## config.mk

```make
export PLATFORM = sky130hd
export DESIGN_NAME = tmr_channel
export DESIGN_NICKNAME = d
export VERILOG_FILES = /design/src/rtl/tmr_pkg.sv /design/src/rtl/tmr_regs.sv /design/src/rtl/tmr_count.sv /design/src/rtl/tmr_rdmux.sv /design/src/rtl/tmr_channel.sv
export SDC_FILE = /design/constraint.sdc
export NUM_CORES = 1
export LEC_CHECK = 0
export BUFFER_PORTS_ARGS = -buffer_cell sky130_fd_sc_hd__buf_4
export CAP_MARGIN = 15
export CORE_MARGIN = 2
export CORE_UTILIZATION = 50
export CTS_BUF_LIST = sky130_fd_sc_hd__clkbuf_4
export CTS_CLUSTER_SIZE = 10
export DETAILED_ROUTE_END_ITERATION = 10
export PLACE_DENSITY = 0.7
export SLEW_MARGIN = 5
export SYNTH_ARGS = -nofsm -noshare
export SYNTH_HDL_FRONTEND = slang
export SYNTH_SLANG_ARGS = --single-unit
```

## constraint.sdc

```tcl
create_clock -name clk -period 6.3 [get_ports clk]
set_input_delay 1.89 -clock clk [delete_from_list [all_inputs] [get_ports clk]]
set_output_delay 1.89 -clock clk [all_outputs]
set_load 0.1 [all_outputs]
```

## src/rtl/tmr_pkg.sv

```systemverilog
package tmr_pkg;
  localparam int DATA_W = 32;
  localparam int BE_W   = DATA_W / 8;

  // byte offsets of the register file
  localparam logic [7:0] OFF_CMP   = 8'h00;
  localparam logic [7:0] OFF_CNT   = 8'h04;
  localparam logic [7:0] OFF_STAT  = 8'h10;
  localparam logic [7:0] OFF_START = 8'h14;
  localparam logic [7:0] OFF_STOP  = 8'h18;
  localparam logic [7:0] OFF_CTRL  = 8'h20;

  // control bit 1 selects the counting mode
  localparam int CTRL_MODE_BIT = 1;

  typedef enum logic {
    MODE_INTERVAL = 1'b0,
    MODE_FREE     = 1'b1
  } tmr_mode_e;

  // merge write data into an old word under byte strobes
  function automatic logic [DATA_W-1:0] merge_lanes(input logic [DATA_W-1:0] old_w,
                                                    input logic [DATA_W-1:0] new_w,
                                                    input logic [BE_W-1:0]   be);
    logic [DATA_W-1:0] res;
    res = old_w;
    for (int i = 0; i < BE_W; i++) begin
      if (be[i]) res[i*8 +: 8] = new_w[i*8 +: 8];
    end
    return res;
  endfunction
endpackage

```

## src/rtl/tmr_regs.sv

```systemverilog
module tmr_regs
  import tmr_pkg::*;
#(
  parameter int ADDR_W = 6,
  parameter int CNT_W  = 32
) (
  input  logic              clk,
  input  logic              rst_n,
  input  logic [ADDR_W-1:0] addr_i,
  input  logic              we_i,
  input  logic [DATA_W-1:0] wdata_i,
  input  logic [BE_W-1:0]   be_i,
  input  logic              run_i,
  output logic              start_o,
  output logic              stop_o,
  output logic              cmp_wr_o,
  output logic [CNT_W-1:0]  cmp_o,
  output tmr_mode_e         mode_o
);
  logic [CNT_W-1:0] cmp_q;
  tmr_mode_e        mode_q;
  logic             hit_cmp, hit_ctrl, hit_start, hit_stop;
  logic             ctrl_wr;
  logic [DATA_W-1:0] cmp_merged;

  assign hit_cmp   = we_i && (addr_i == ADDR_W'(OFF_CMP));
  assign hit_ctrl  = we_i && (addr_i == ADDR_W'(OFF_CTRL));
  assign hit_start = we_i && (addr_i == ADDR_W'(OFF_START));
  assign hit_stop  = we_i && (addr_i == ADDR_W'(OFF_STOP));

  assign start_o  = hit_start && be_i[0] && wdata_i[0];
  assign stop_o   = hit_stop  && be_i[0] && wdata_i[0];
  assign ctrl_wr  = hit_ctrl  && be_i[0] && !run_i;
  assign cmp_wr_o = hit_cmp   && (|be_i);

  assign cmp_merged = merge_lanes(DATA_W'(cmp_q), wdata_i, be_i);

  always_ff @(posedge clk) begin
    if (!rst_n) begin
      cmp_q  <= '0;
      mode_q <= MODE_INTERVAL;
    end else begin
      if (cmp_wr_o) cmp_q <= CNT_W'(cmp_merged);
      if (ctrl_wr)  mode_q <= tmr_mode_e'(wdata_i[CTRL_MODE_BIT]);
    end
  end

  assign cmp_o  = cmp_q;
  assign mode_o = mode_q;

  // the mode is frozen while the channel runs
  a_r7_ctrl_locked: assert property (@(posedge clk) disable iff (!rst_n)
    (hit_ctrl && run_i) |=> $stable(mode_q));

  // compare only moves on a compare write
  a_r8_cmp_hold: assert property (@(posedge clk) disable iff (!rst_n)
    !hit_cmp |=> $stable(cmp_q));
endmodule

```

## src/rtl/tmr_count.sv

```systemverilog
module tmr_count
  import tmr_pkg::*;
#(
  parameter int CNT_W = 32
) (
  input  logic             clk,
  input  logic             rst_n,
  input  logic             start_i,
  input  logic             stop_i,
  input  logic [CNT_W-1:0] cmp_i,
  input  tmr_mode_e        mode_i,
  output logic             run_o,
  output logic [CNT_W-1:0] cnt_o,
  output logic             irq_o
);
  logic             run_q, irq_q;
  logic [CNT_W-1:0] cnt_q;
  logic             fire;
  logic             advance;

  // interval: count down and reload at zero
  function automatic logic [CNT_W-1:0] step_interval(input logic [CNT_W-1:0] c,
                                                     input logic [CNT_W-1:0] cmp);
    return (c == '0) ? cmp : c - 1'b1;
  endfunction

  // free-run: count up with natural wrap
  function automatic logic [CNT_W-1:0] step_free(input logic [CNT_W-1:0] c);
    return c + 1'b1;
  endfunction

  // event: interval expiry, or the next free-run count hitting compare
  function automatic logic event_due(input tmr_mode_e m,
                                     input logic [CNT_W-1:0] c,
                                     input logic [CNT_W-1:0] cmp);
    if (m == MODE_INTERVAL) return c == '0;
    return step_free(c) == cmp;
  endfunction

  assign advance = run_q && !start_i && !stop_i;
  assign fire    = advance && event_due(mode_i, cnt_q, cmp_i);

  always_ff @(posedge clk) begin
    if (!rst_n) begin
      run_q <= 1'b0;
      cnt_q <= '0;
      irq_q <= 1'b0;
    end else begin
      irq_q <= fire;
      if (stop_i) begin
        run_q <= 1'b0;
      end else if (start_i) begin
        run_q <= 1'b1;
        cnt_q <= (mode_i == MODE_INTERVAL) ? cmp_i : '0;
      end else if (run_q) begin
        cnt_q <= (mode_i == MODE_INTERVAL) ? step_interval(cnt_q, cmp_i)
                                           : step_free(cnt_q);
      end
    end
  end

  assign run_o = run_q;
  assign cnt_o = cnt_q;
  assign irq_o = irq_q;

  // a start sets the running state
  a_r2_start_runs: assert property (@(posedge clk) disable iff (!rst_n)
    (start_i && !stop_i) |=> run_q);

  // free-run start begins at zero
  a_r2_free_from_zero: assert property (@(posedge clk) disable iff (!rst_n)
    (start_i && !stop_i && mode_i == MODE_FREE) |=> (cnt_q == '0));

  // a stop clears the running state
  a_r3_stop_halts: assert property (@(posedge clk) disable iff (!rst_n)
    stop_i |=> !run_q);

  // an idle counter does not move
  a_r3_freeze: assert property (@(posedge clk) disable iff (!rst_n)
    (!run_q && !start_i) |=> $stable(cnt_q));

  // expiry reloads the compare value
  a_r4_reload: assert property (@(posedge clk) disable iff (!rst_n)
    (advance && mode_i == MODE_INTERVAL && cnt_q == '0) |=> (cnt_q == $past(cmp_i)));

  // no interrupt unless the channel was running
  a_r3_irq_needs_run: assert property (@(posedge clk) disable iff (!rst_n)
    irq_q |-> $past(run_q));
endmodule

```

## src/rtl/tmr_rdmux.sv

```systemverilog
module tmr_rdmux
  import tmr_pkg::*;
#(
  parameter int ADDR_W = 6,
  parameter int CNT_W  = 32
) (
  input  logic              clk,
  input  logic              rst_n,
  input  logic [ADDR_W-1:0] addr_i,
  input  logic              re_i,
  input  logic [CNT_W-1:0]  cmp_i,
  input  logic [CNT_W-1:0]  cnt_i,
  input  logic              run_i,
  input  tmr_mode_e         mode_i,
  output logic [DATA_W-1:0] rdata_o
);
  logic [DATA_W-1:0] sel_data;
  logic [DATA_W-1:0] rdata_q;
  logic              wo_hit;

  assign wo_hit = (addr_i == ADDR_W'(OFF_START)) || (addr_i == ADDR_W'(OFF_STOP));

  always_comb begin
    sel_data = '0;
    if      (addr_i == ADDR_W'(OFF_CMP))  sel_data = DATA_W'(cmp_i);
    else if (addr_i == ADDR_W'(OFF_CNT))  sel_data = DATA_W'(cnt_i);
    else if (addr_i == ADDR_W'(OFF_STAT)) sel_data = DATA_W'(run_i);
    else if (addr_i == ADDR_W'(OFF_CTRL)) sel_data[CTRL_MODE_BIT] = mode_i;
  end

  always_ff @(posedge clk) begin
    if (!rst_n)     rdata_q <= '0;
    else if (re_i)  rdata_q <= sel_data;
  end

  assign rdata_o = rdata_q;

  // trigger offsets read as zero
  a_r9_wo_zero: assert property (@(posedge clk) disable iff (!rst_n)
    (re_i && wo_hit) |=> (rdata_q == '0));

  // read data holds between reads
  a_r9_hold: assert property (@(posedge clk) disable iff (!rst_n)
    !re_i |=> $stable(rdata_q));
endmodule

```

## src/rtl/tmr_channel.sv

```systemverilog
module tmr_channel
  import tmr_pkg::*;
#(
  parameter int ADDR_W = 6,
  parameter int CNT_W  = 32
) (
  input  logic              clk,
  input  logic              rst_n,
  input  logic [ADDR_W-1:0] bus_addr,
  input  logic              bus_we,
  input  logic              bus_re,
  input  logic [31:0]       bus_wdata,
  input  logic [3:0]        bus_be,
  output logic [31:0]       bus_rdata,
  output logic              irq_o
);
  logic             start_evt, stop_evt, cmp_wr_evt;
  logic             run;
  logic [CNT_W-1:0] cmp_val, cnt_val;
  tmr_mode_e        mode;

  tmr_regs #(.ADDR_W(ADDR_W), .CNT_W(CNT_W)) u_regs (
    .clk(clk), .rst_n(rst_n), .addr_i(bus_addr), .we_i(bus_we),
    .wdata_i(bus_wdata), .be_i(bus_be), .run_i(run),
    .start_o(start_evt), .stop_o(stop_evt), .cmp_wr_o(cmp_wr_evt),
    .cmp_o(cmp_val), .mode_o(mode)
  );

  tmr_count #(.CNT_W(CNT_W)) u_count (
    .clk(clk), .rst_n(rst_n), .start_i(start_evt), .stop_i(stop_evt),
    .cmp_i(cmp_val), .mode_i(mode), .run_o(run), .cnt_o(cnt_val), .irq_o(irq_o)
  );

  tmr_rdmux #(.ADDR_W(ADDR_W), .CNT_W(CNT_W)) u_rdmux (
    .clk(clk), .rst_n(rst_n), .addr_i(bus_addr), .re_i(bus_re),
    .cmp_i(cmp_val), .cnt_i(cnt_val), .run_i(run), .mode_i(mode),
    .rdata_o(bus_rdata)
  );

  // with a nonzero, unchanged compare the interrupt is one clock wide
  a_r4_single_pulse: assert property (@(posedge clk) disable iff (!rst_n)
    (irq_o && cmp_val != '0 && !cmp_wr_evt) |=> !irq_o);

  // a status write is neither a start nor a stop
  a_r10_stat_inert: assert property (@(posedge clk) disable iff (!rst_n)
    (bus_we && bus_addr == ADDR_W'(OFF_STAT)) |-> !(start_evt || stop_evt));
endmodule

```

==> summary.txt, run 1 <==
Detailed routing
  • Final wirelength: ~24 mm
  • Residual antenna-violating net count after detailed routing: 0
  • Average wire per cell in the routed design: 22.7 µm
  • Post-detailed-route DRC marker count: 0
  • 1st-iter DRT viols: roughly 1100
  • Routed via count: a little over 7000
  • First-pass iteration count of the detailed router: 5
  • Post-DR vias/cell: about 6.7

Clock network
  • Root Buffer: sky130_fd_sc_hd__clkbuf_4
  • Maximum level of the CTS H-tree: 3
  • Total number of clock tree sinks: between 90 and 100
  • TritonCTS Buffers: 9
  • Clock transition time at the flip-flop clock pins of the worst setup and hold paths: ~0.17 ns
  • Insertion delay of the later-clocked pin in the worst-skew pair: 0.50 ns
  • Count of cells resized by post-cts repair: 0
  • Maximum buffer depth of the clock tree: 2
  • Number of buffers added to fix hold violations after cts: 0
  • Clock tree from TritonCTS: yes
  • Post-CTS repair timing setup buffer count: 0

Logic synthesis
  • Mapped Avg Cell Area: between 7 and 8 µm²
  • Instance count of the mapped netlist: 859
  • Yosys warning count: 0
  • Yosys top cell area share: 29.9%
  • Largest cells by area after synthesis: sky130_fd_sc_hd__dfxtp_1 (30%), sky130_fd_sc_hd__nor2_1 (6.4%), sky130_fd_sc_hd__mux2i_1 (5.9%)
  • Leading register cell type out of synthesis: sky130_fd_sc_hd__dfxtp_1
  • Syn Nets: 908
  • Count of distinct cell types in the synthesized netlist: 72
  • Library cell with the largest summed area after synthesis: sky130_fd_sc_hd__dfxtp_1
  • Async set-reset flop share out of synthesis: 0%
  • Part of the Yosys area used for sequential elements: 29.9%
  • Seq cells post-synth: slightly below 100
  • Post-Synthesis Cell Area: around 6600 µm²
  • Number of flops mapped to enable cells by yosys: 0

Finish
  • Layout Cell Area excl Fill: roughly 7400 µm²
  • Growth of design area from synthesis to finish: 11.4%
  • Fraction of layout instances using a drive strength above 1: 14.9%
  • Total number of nets in the final design: 932
  • Core occupancy in the finished layout: 56.4%

Critical path
  • Delay of the slowest cell on the worst path: approximately 1.1 ns
  • Arr. time, crit path: 4.41 ns
  • Worst-path maximum fanout: 26
  • Critical Setup Path Class: in -> reg
  • Bufs and invs on worst path: 2
  • Data required, critical path: 6.70 ns
  • Critical-path top delay cell: sky130_fd_sc_hd__nor3_1
  • Nature of the critical path endpoint: flop
  • Crit start category: input pin
  • Crit-path most repeated cell: sky130_fd_sc_hd__buf_4
  • CP top delay family: simple AND/OR/NAND/NOR gates
  • Worst-path cell chain: buf_4, and4_1, and3_1, buf_4, nor3_1, o211ai_1, o211a_1, a32o_1

Worst hold path
  • Min-Delay Path Class: reg -> reg

Place
  • IO buf count: 78
  • Post-place setup slack: slightly below 2 ns
  • HPWL after detailed placement: approximately 17 mm
  • Routability cong.: approximately 0.99
  • Placed cell areas: 7250 µm²

Die
  • Top-level I/O count: 79
  • Overall die width: about 120 µm
  • Number of rows in the core area: 42
  • Vertical die dimension: 119 µm
  • Die area: between 10000 and 15000 µm²
  • Area inside the core boundary: around 13000 µm²
  • Initial core utilization: 50.7%

Global route
  • First-pass GRT wire length: 37.3 mm
  • Number of antenna violations at the first check in global routing: 1
  • Pin count of the biggest net entering global routing: 65
  • Vias in the first global route: 6544
  • GR Util All Layers: between 30% and 40%
  • Total gr overflow: 0

Pwr
  • Switching Share: 33.6%
  • Flop pwr share: 54.6%
  • Total power divided by cell area: 160 nW/µm²
  • Worst IR drop on VDD: 91.6 µV
  • Final Total Pwr: 1.18 mW
  • Portion of total power attributed to combinational logic: between 10% and 20%
  • Internal Power: 784 µW
  • P_leak: roughly 3 nW
  • Clk network pwr share: 28.5%
  • Switching power: 396 µW

STA
  • Post-route worst setup slack: 2.29 ns
  • Total count of hold-check failures in the final report: 0
  • Pin slew with the least headroom to its limit: 1.32 ns
  • Final TNS setup: 0 ns
  • Setup-violating endpoint count in the final report: 0
  • Min cycle time layout: around 4.0 ns
  • Number of slew-limit violations in the final report: 0
  • Maximum clock rate: 250 MHz
  • Unrepaired setup endpoints after global routing: false
  • Fin crit share: 63.6%
  • Worst clock skew on the final layout: 0.0310 ns
  • Max_slew headroom: 11.3%

Run
  • Number of maximum-capacitance violations: 0

Outcome
  • Outcome: finished, final reports clean
-- area by class of cell --
class                      instances  area (µm²)
fill                            1283        5700
clock buffer                       9        67.6
inverter                           9        33.8
tap                              176         220
antenna                            1        2.50
multi-input combinational        670        4310
clock inverter                     7        61.3
sequential                        99        1980
timing repair buffer              94         706
-- metal layers --
metal | GRT usage, % | vias to the layer above | part of all wire, %
li1 | - | 3258 | -
met5 | 0 | - | 0
met4 | 13.2 | 0 | 3.2
met2 | 47.4 | 508 | 41
met1 | 49.5 | 3326 | 43
met3 | 7.76 | 62 | 12
-- power groups by stage --
stage | clock network, mW | logic [mW] | registers (mW)
after floorplan | 0 | 0.0676 | 0.724
after global placement | 0 | 0.195 | 0.658
after detailed placement | 0 | 0.197 | 0.658
after CTS | 0.340 | 0.197 | 0.645
after global routing | 0.366 | 0.209 | 0.647
final | 0.336 | 0.200 | 0.645
-- cell usage after synthesis, drive strengths merged (6+ instances only) --
library cell / n
nor2: 113
dfxtp: 99
clkbuf: 74
a21oi: 53
nand2: 45
a211oi: 40
mux2i: 39
o21ai: 38
xnor2: 35
nand3: 34
a22oi: 32
xor2: 23
and3: 22
nor3: 20
nand4: 17
nor4: 15
o211ai: 11
o31ai: 10
or4: 10
inv: 9
a31oi: 7
and4: 7
buf: 7
or3: 7
nor3b: 6
-- cell usage in the layout (no fill, tap or decap), drive strengths merged, types with 9 or more instances in the layout --
cell	instances
nor3	20
mux2i	39
a21oi	53
nand3	34
nor2	113
nand4	17
a211oi	40
clkbuf	9
nand2	45
inv	12
or4	10
nor4	15
dfxtp	99
o211ai	11
o31ai	10
xnor2	35
xor2	23
and3	22
a22oi	32
buf	94
o21ai	38
-- tightest hold or removal path, stage by stage, from the launching register on --
cell	delay, ns
sky130_fd_sc_hd__dfxtp_1	0.34
sky130_fd_sc_hd__nand2b_1	0.06
sky130_fd_sc_hd__a21oi_1	0.06
-- flip-flops by register name (all words and copies together) (netlist names) --
name             flops
u_count.run_o        1
u_count.irq_o        1
u_count.cnt_o       32
u_regs.cmp_o        32
u_rdmux.rdata_o     32
u_regs.mode_o        1
-- worst paths after layout --
check                          start                 end  slack, ns  depth (start not counted)
hold reg to reg   u_rdmux.rdata_o[1]  u_rdmux.rdata_o[1]       0.49                          2
setup reg to reg   u_count.cnt_o[14]   u_count.cnt_o[29]       2.49                          7
setup / recovery              bus_we   u_count.cnt_o[29]       2.29                          8
hold / removal    u_rdmux.rdata_o[1]  u_rdmux.rdata_o[1]       0.49                          2
-- through the flow --
| step | cells | hold WS, ns |
|---|---|---|
| after detailed placement | 1048 | 0.470 |
| after global placement | 1048 | 0.463 |
| after floorplan | 859 | 0.493 |
| after global routing | 1065 | 0.518 |
| final | 1065 | 0.491 |
| after CTS | 1064 | 0.493 |
-- kinds of logic (layout without fill, tap and decap cells) --
logic type,after synthesis,count (layout),share of synthesized area (%)
buffers and inverters,90,119,5.29
other,0,1,0
flip-flops,99,99,29.9
XOR/XNOR,58,58,7.66
AND/OR/NAND/NOR,315,315,24.0
AO/OA/AOI/OAI,252,252,26.2
adder cells (fa/ha/maj),3,3,0.566
multiplexers,42,42,6.40
(Power assumes the default switching activity.)
==> inputs of run 2 (changes only) <==
--- a/config.mk
+++ b/config.mk
@@ -12,7 +12,7 @@
 export CTS_BUF_LIST = sky130_fd_sc_hd__clkbuf_4
 export CTS_CLUSTER_SIZE = 10
 export DETAILED_ROUTE_END_ITERATION = 10
-export PLACE_DENSITY = 0.7
+export PLACE_DENSITY = 0.73
 export SLEW_MARGIN = 5
 export SYNTH_ARGS = -nofsm -noshare
 export SYNTH_HDL_FRONTEND = slang
==> constraint.sdc (replaced) <==
create_clock -name clk -period 3.36 [get_ports clk]
set_input_delay 1.008 -clock clk [delete_from_list [all_inputs] [get_ports clk]]
set_output_delay 1.008 -clock clk [all_outputs]
set_load 0.1 [all_outputs]
==> run 2 against run 1 <==
Compared with the run above: design area increased by 4.5%; worst hold slack improved by 0.0030 ns; first-iteration DRC count decreased by 12%; register-to-register slack got worse by 2.2 ns; clock-buffer cell count increased by 1; cell count increased by 4.1%; sequential cell count unchanged; critical path depth increased by 1; clock skew decreased by 0.018 ns; wire length decreased by 3.5%; utilization increased by 2.5 points; global-route usage decreased by 1.4 points; critical endpoint is now u_count.irq_o; largest cell class unchanged; highest routed layer unchanged.
==> summary.txt, run 2 (same netlist as run 1, synthesis figures left out) <==
STA
  • Max_slew headroom: 50.3% (+39 points)
  • Setup-violating endpoint count in the final report: 0 (unchanged)
  • Number of slew-limit violations in the final report: 0 (unchanged)
  • Total count of hold-check failures in the final report: 0 (unchanged)
  • Fin crit share: 92.7%
  • Min cycle time layout: just over 3 ns
  • Worst clock skew on the final layout: 0.0131 ns (-0.0178 ns)
  • Post-route worst setup slack: 0.247 ns (-2.05 ns)
  • Final TNS setup: 0 ns (unchanged)
  • Maximum clock rate: 321 MHz
  • Pin slew with the least headroom to its limit: 0.743 ns (-0.577 ns)
  • Unrepaired setup endpoints after global routing: false

Critical path
  • Worst-path cell chain: inv_1, ha_1, xor2_1, a2111oi_0, o221a_2, o2111ai_1, or4_1, or4_1, o31ai_1
  • Data required, critical path: 3.77 ns (-2.93 ns)
  • Arr. time, crit path: 3.53 ns (-0.88 ns)
  • Critical-path top delay cell: sky130_fd_sc_hd__or4_1
  • Critical Setup Path Class: reg -> reg
  • Crit start category: flop
  • Nature of the critical path endpoint: flop
  • Crit-path most repeated cell: sky130_fd_sc_hd__or4_1
  • Worst-path maximum fanout: 7 (-73%)
  • Register-to-register path setup slack: 0.25 ns (-2.24 ns)
  • Delay of the slowest cell on the worst path: 0.51 ns (-0.56 ns)

Finish
  • Fraction of layout instances using a drive strength above 1: 18.9% (+4.0 points)
  • Highest-count cells in the layout ignoring fill and taps: sky130_fd_sc_hd__buf_4 (135), sky130_fd_sc_hd__nor2_1 (112), sky130_fd_sc_hd__dfxtp_1 (98)
  • Growth of design area from synthesis to finish: 16.4%
  • Most frequent standard cell in the layout excluding fill and tap cells: sky130_fd_sc_hd__buf_4
  • Core occupancy in the finished layout: 59.0% (+2.5 points)
  • Total number of nets in the final design: 975 (+4.6%)

Global route
  • Pin count of the biggest net entering global routing: 65 (unchanged)
  • First-pass GRT wire length: 36.1 mm (-3.2%)
  • Total gr overflow: 0 (unchanged)
  • GR Util All Layers: 32.3% (-1.4 points)
  • Number of antenna violations at the first check in global routing: 1 (unchanged)
  • Vias in the first global route: 6381 (-2.5%)

Detailed routing
  • Post-detailed-route DRC marker count: 0 (unchanged)
  • Routed via count: 7266 (+1.6%)
  • Post-DR vias/cell: 6.55 (-2.5%)
  • Routed length on met3: 2.93 mm (-2.8%)
  • Met2 wire length: 9.79 mm (-2.2%)
  • Met1 layer wirelength in the final routing: 9.90 mm (-4.2%)
  • Residual antenna-violating net count after detailed routing: 0 (unchanged)
  • Average wire per cell in the routed design: 21.0 µm (-7.3%)
  • Top routing layer in use: met4
  • Final wirelength: 23.3 mm (-3.5%)
  • 1st-iter DRT viols: 939 (-12%)
  • First-pass iteration count of the detailed router: 5 (unchanged)

Die
  • Number of rows in the core area: 42 (unchanged)
  • Vertical die dimension: 119 µm (unchanged)
  • Die area: 14200 µm² (unchanged)
  • Top-level I/O count: 79 (unchanged)
  • Area inside the core boundary: 13100 µm² (unchanged)
  • Overall die width: 119 µm (unchanged)
  • Initial core utilization: 50.7% (unchanged)

Clock network
  • Maximum buffer depth of the clock tree: 2 (unchanged)
  • Post-CTS repair timing setup buffer count: 0 (unchanged)
  • Clock tree from TritonCTS: yes
  • Maximum level of the CTS H-tree: 3 (unchanged)
  • Clock transition time at the flip-flop clock pins of the worst setup and hold paths: 0.15 ns (-0.02 ns)
  • Number of buffers added to fix hold violations after cts: 0 (unchanged)
  • TritonCTS Buffers: 9 (unchanged)
  • Insertion delay of the later-clocked pin in the worst-skew pair: 0.49 ns (about the same)
  • Root Buffer: sky130_fd_sc_hd__clkbuf_4
  • Total number of clock tree sinks: 99 (unchanged)
  • Count of cells resized by post-cts repair: 0 (unchanged)

Worst hold path
  • Min-Delay Path Class: reg -> reg

Place
  • HPWL after detailed placement: 16.6 mm (-1.9%)
  • IO buf count: 78 (unchanged)
  • Post-place setup slack: 0.295 ns (-1.66 ns)
  • Routability cong.: 1.04 (+4.3%)

Pwr
  • Worst IR drop on VDD: 143 µV (+56%)
  • Final Total Pwr: 2.18 mW (+85%)
  • Total power divided by cell area: 283 nW/µm² (+77%)
  • P_leak: 3.21 nW (+7.5%)

Outcome
  • Outcome: finished, final reports clean

Run
  • Number of maximum-capacitance violations: 0 (unchanged)
[run 2: changes by cell type in the layout (fill, tap and decap cells not counted), sizes merged]
cell,before,now
clkinv,4,3
buf,94,137
inv,12,11
clkbuf,9,10
clkinvlp,0,1
diode,1,2
[run 2: layout make-up]
type | count | area [µm²]
sequential | 99 | 1980
timing repair buffer | 137 | 1050
tap | 176 | 220
multi-input combinational | 670 | 4300
fill | 1266 | 5370
inverter | 9 | 33.8
clock buffer | 10 | 75.1
antenna | 2 | 5.00
clock inverter | 6 | 40.0
[run 2: worst max-delay path, delay by kind of cell, from the launching register on]
family	cells	cell delay [ns]
compound gates	4	0.96
simple gates	2	0.95
flops	1	0.48
fa+ha+maj	1	0.34
buf+inv	1	0.16
xor+xnor	1	0.16
[run 2: final timing paths]
| kind | end | from | cells past startpoint |
|---|---|---|---|
| min | u_rdmux.rdata_o[1] | u_rdmux.rdata_o[1] | 2 |
| min reg2reg | u_rdmux.rdata_o[1] | u_rdmux.rdata_o[1] | 2 |
| max reg2reg | u_count.irq_o | u_count.cnt_o[1] | 9 |
| max | u_count.irq_o | u_count.cnt_o[1] | 9 |
[run 2: where the power goes]
part | switching (mW) | internal, mW | leakage (nW)
registers | 0.0129 | 1.19 | 0.803
clock network | 0.428 | 0.162 | 0.0670
logic | 0.268 | 0.117 | 2.34
total | 0.709 | 1.47 | 3.21
[run 2: per-stage QoR]
stage	instances	hold slack [ns]	cell area, µm²
2_1_floorplan	859	0.493	6630
3_3_place_gp	1091	0.464	7590
3_5_place_dp	1091	0.479	7590
4_1_cts	1107	0.498	7710
5_1_grt	1109	0.522	7710
6_report	1109	0.494	7710
[run 2: per-layer routing]
layer  track usage (%)  up-vias
met5                 0        -
met4              12.8        0
met3              8.67       52
met2              46.9      503
met1              45.3     3355
li1                  -     3356
==> inputs of run 3 (changes only) <==
--- a/config.mk
+++ b/config.mk
@@ -16,4 +16,5 @@
 export SLEW_MARGIN = 5
 export SYNTH_ARGS = -nofsm -noshare
 export SYNTH_HDL_FRONTEND = slang
+export SYNTH_HIERARCHICAL = 1
 export SYNTH_SLANG_ARGS = --single-unit
==> run 3 against run 2 <==
Compared with the run above: fmax decreased by 4.0%; critical path depth increased by 3; clock power increased by 7.3%; register-to-register slack got worse by 0.04 ns; global-route usage decreased by 1.7 points; worst hold slack improved by 0.0028 ns; sequential share of layout area decreased by 1.3 points; utilization decreased by 0.22 points; cell count increased by 4.0%; design area increased by 5.3%.
==> summary.txt, run 3 <==
Outcome
  • Outcome: finished, final reports clean

Finish
  • Layout Cell Area excl Fill: 8120 µm² (+5.3%)
  • Total area of multi-input combinational cells: 4610 µm² (+7.2%)
  • Growth of design area from synthesis to finish: 15.3%
  • Register cell area after layout: 1980 µm² (about the same)
  • Most frequent standard cell in the layout excluding fill and tap cells: sky130_fd_sc_hd__buf_4
  • Fill cell instance count of the final layout: 1297 (+2.4%)
  • Highest-count cells in the layout ignoring fill and taps: sky130_fd_sc_hd__buf_4 (145), sky130_fd_sc_hd__nand2_1 (134), sky130_fd_sc_hd__dfxtp_1 (99)
  • Total number of nets in the final design: 1016 (+4.2%)
  • Non-filler cells in the finished layout: 1153 (+4.0%)
  • Fraction of layout instances using a drive strength above 1: 19.9% (+0.95 points)

STA
  • Fin crit share: 96.5% (+3.9 points)
  • Worst clock skew on the final layout: 0.0113 ns (-0.00183 ns)
  • Min cycle time layout: 3.24 ns (+0.130 ns)
  • Unrepaired setup endpoints after global routing: false
  • Number of slew-limit violations in the final report: 0 (unchanged)
  • Final TNS setup: 0 ns (unchanged)
  • Total count of hold-check failures in the final report: 0 (unchanged)
  • Pin slew with the least headroom to its limit: 0.880 ns (+0.138 ns)
  • Maximum clock rate: 308 MHz (-4.0%)
  • Max_slew headroom: 41.0% (-9.3 points)
  • Setup-violating endpoint count in the final report: 0 (unchanged)
  • Post-route worst setup slack: 0.117 ns (-0.130 ns)

Place
  • IO buf count: 78 (unchanged)
  • HPWL after detailed placement: 16.3 mm (-1.9%)
  • Routability cong.: 0.993 (-4.3%)
  • Placed Cells: 1136 (+4.1%)
  • Placed cell areas: 7990 µm² (+5.2%)
  • Post-place setup slack: -0.259 ns (-0.554 ns)

Clock network
  • Clock transition time at the flip-flop clock pins of the worst setup and hold paths: 0.15 ns (about the same)
  • Post-CTS repair timing setup buffer count: 0 (unchanged)
  • Clock tree from TritonCTS: yes
  • TritonCTS Buffers: 9 (unchanged)
  • Number of buffers added to fix hold violations after cts: 0 (unchanged)
  • Maximum buffer depth of the clock tree: 2 (unchanged)
  • Root Buffer: sky130_fd_sc_hd__clkbuf_4
  • Count of cells resized by post-cts repair: 0 (unchanged)
  • Insertion delay of the later-clocked pin in the worst-skew pair: 0.48 ns (about the same)
  • Total number of clock tree sinks: 99 (unchanged)
  • Maximum level of the CTS H-tree: 3 (unchanged)

Detailed routing
  • Residual antenna-violating net count after detailed routing: 0 (unchanged)
  • Average wire per cell in the routed design: 19.6 µm (-6.5%)
  • 1st-iter DRT viols: 918 (-2.2%)
  • Post-DR vias/cell: 6.26 (-4.4%)
  • Post-detailed-route DRC marker count: 0 (unchanged)
  • Routed via count: 7220 (-0.63%)
  • Final wirelength: 22.6 mm (-2.8%)
  • First-pass iteration count of the detailed router: 6 (+1)

Logic synthesis
  • Mapped Avg Cell Area: 7.90 µm² (+2.4%)
  • Post-Synthesis Cell Area: 7050 µm² (+6.3%)
  • Yosys warning count: 6 (+6)
  • Syn Nets: 941 (+3.6%)
  • Instance count of the mapped netlist: 892 (+3.8%)

Critical path
  • Critical-path top delay cell: sky130_fd_sc_hd__or4bb_4
  • Data required, critical path: 3.77 ns (about the same)
  • Worst Reg-to-Reg Cells: 8 (-1)
  • Nature of the critical path endpoint: flop
  • Register-to-register path setup slack: 0.21 ns (-0.04 ns)
  • Worst-path cell chain: buf_4, or4bb_4, nor3_1, and3b_1, o21ba_2, nand2_1, nor4_1, nand4_1, a211o_1, nor4_1, nand4_1, o31ai_2
  • Crit start category: input pin
  • Critical R2R Launch: u_count/cnt_o[17]
  • Worst-path maximum fanout: 2 (-5)
  • Delay of the slowest cell on the worst path: 0.54 ns (+0.03 ns)
  • Worst reg2reg endpoint: u_count/irq_o
  • Arr. time, crit path: 3.65 ns (+0.12 ns)
  • Launch point of the critical path: bus_addr[1]
  • Critical Setup Path Class: in -> reg

Worst hold path
  • Hold path start: u_rdmux/rdata_o[27]
  • Min-Delay Path Class: reg -> reg
  • Hold path cells: 2 (unchanged)
  • End point of the worst hold path: u_rdmux/rdata_o[27]

Pwr
  • Worst IR drop on VDD: 217 µV (+52%)
  • Total power divided by cell area: 260 nW/µm² (-8.0%)
  • P_leak: 3.21 nW (-0.14%)

Global route
  • First-pass GRT wire length: 35.4 mm (-2.0%)
  • Pin count of the biggest net entering global routing: 133 (+100%)
  • GR Util All Layers: 30.6% (-1.7 points)
  • Number of antenna violations at the first check in global routing: 1 (unchanged)
  • Vias in the first global route: 6483 (+1.6%)
  • Total gr overflow: 0 (unchanged)

Die
  • Area inside the core boundary: 13800 µm² (+5.7%)
  • Number of rows in the core area: 43 (+2.4%)
  • Top-level I/O count: 79 (unchanged)
  • Initial core utilization: 51.0% (+0.30 points)
  • Vertical die dimension: 123 µm (+3.0%)
  • Overall die width: 123 µm (+3.0%)
  • Die area: 15100 µm² (+6.1%)

Run
  • Number of maximum-capacitance violations: 0 (unchanged)
-- run 3: per-stage QoR --
stage,hold WS (ns),util [%],total power [mW]
6_report,0.496,58.7,2.11
5_1_grt,0.522,58.7,2.20
4_1_cts,0.500,58.7,2.13
3_5_place_dp,0.473,57.8,1.50
3_3_place_gp,0.468,57.8,1.50
2_1_floorplan,0.442,-,1.39
-- run 3: layer usage --
layer | up-vias | part of all wire [%] | global-route usage [%]
met5 | - | 0 | 0
met4 | 0 | 3.8 | 13.4
met3 | 66 | 11 | 6.18
met2 | 392 | 41 | 43.9
met1 | 3375 | 44 | 44.1
li1 | 3387 | - | -
-- run 3: report_power, final --
group	total, mW	internal [mW]	leakage, nW	switching (mW)
Clock	0.633	0.230	0.0733	0.403
Sequential	1.18	1.18	0.797	0.00499
Combinational	0.299	0.125	2.33	0.174
-- run 3: critical path: cells and delay by family --
kind            cells  cell delay (ns)
compound gates      3             0.59
buf+inv             1             0.12
simple gates        8             1.94
-- run 3: final cells by class --
type	instances	area share, %
diodes	1	0.0308
clock buffers	10	0.924
clock inverters	6	0.678
inverters	16	0.740
multi-input cells	695	56.8
flip-flops and latches	99	24.4
well taps	180	2.77
repair buffers	146	13.7
-- run 3: worst max path at each step --
stage | end | cells after the start
global route | u_count/irq_o | 12
finish | u_count/irq_o | 12
CTS | u_count/irq_o | 12
global placement | u_count/irq_o | 12
detailed placement | u_count/irq_o | 12
floorplan | u_count/irq_o | 11
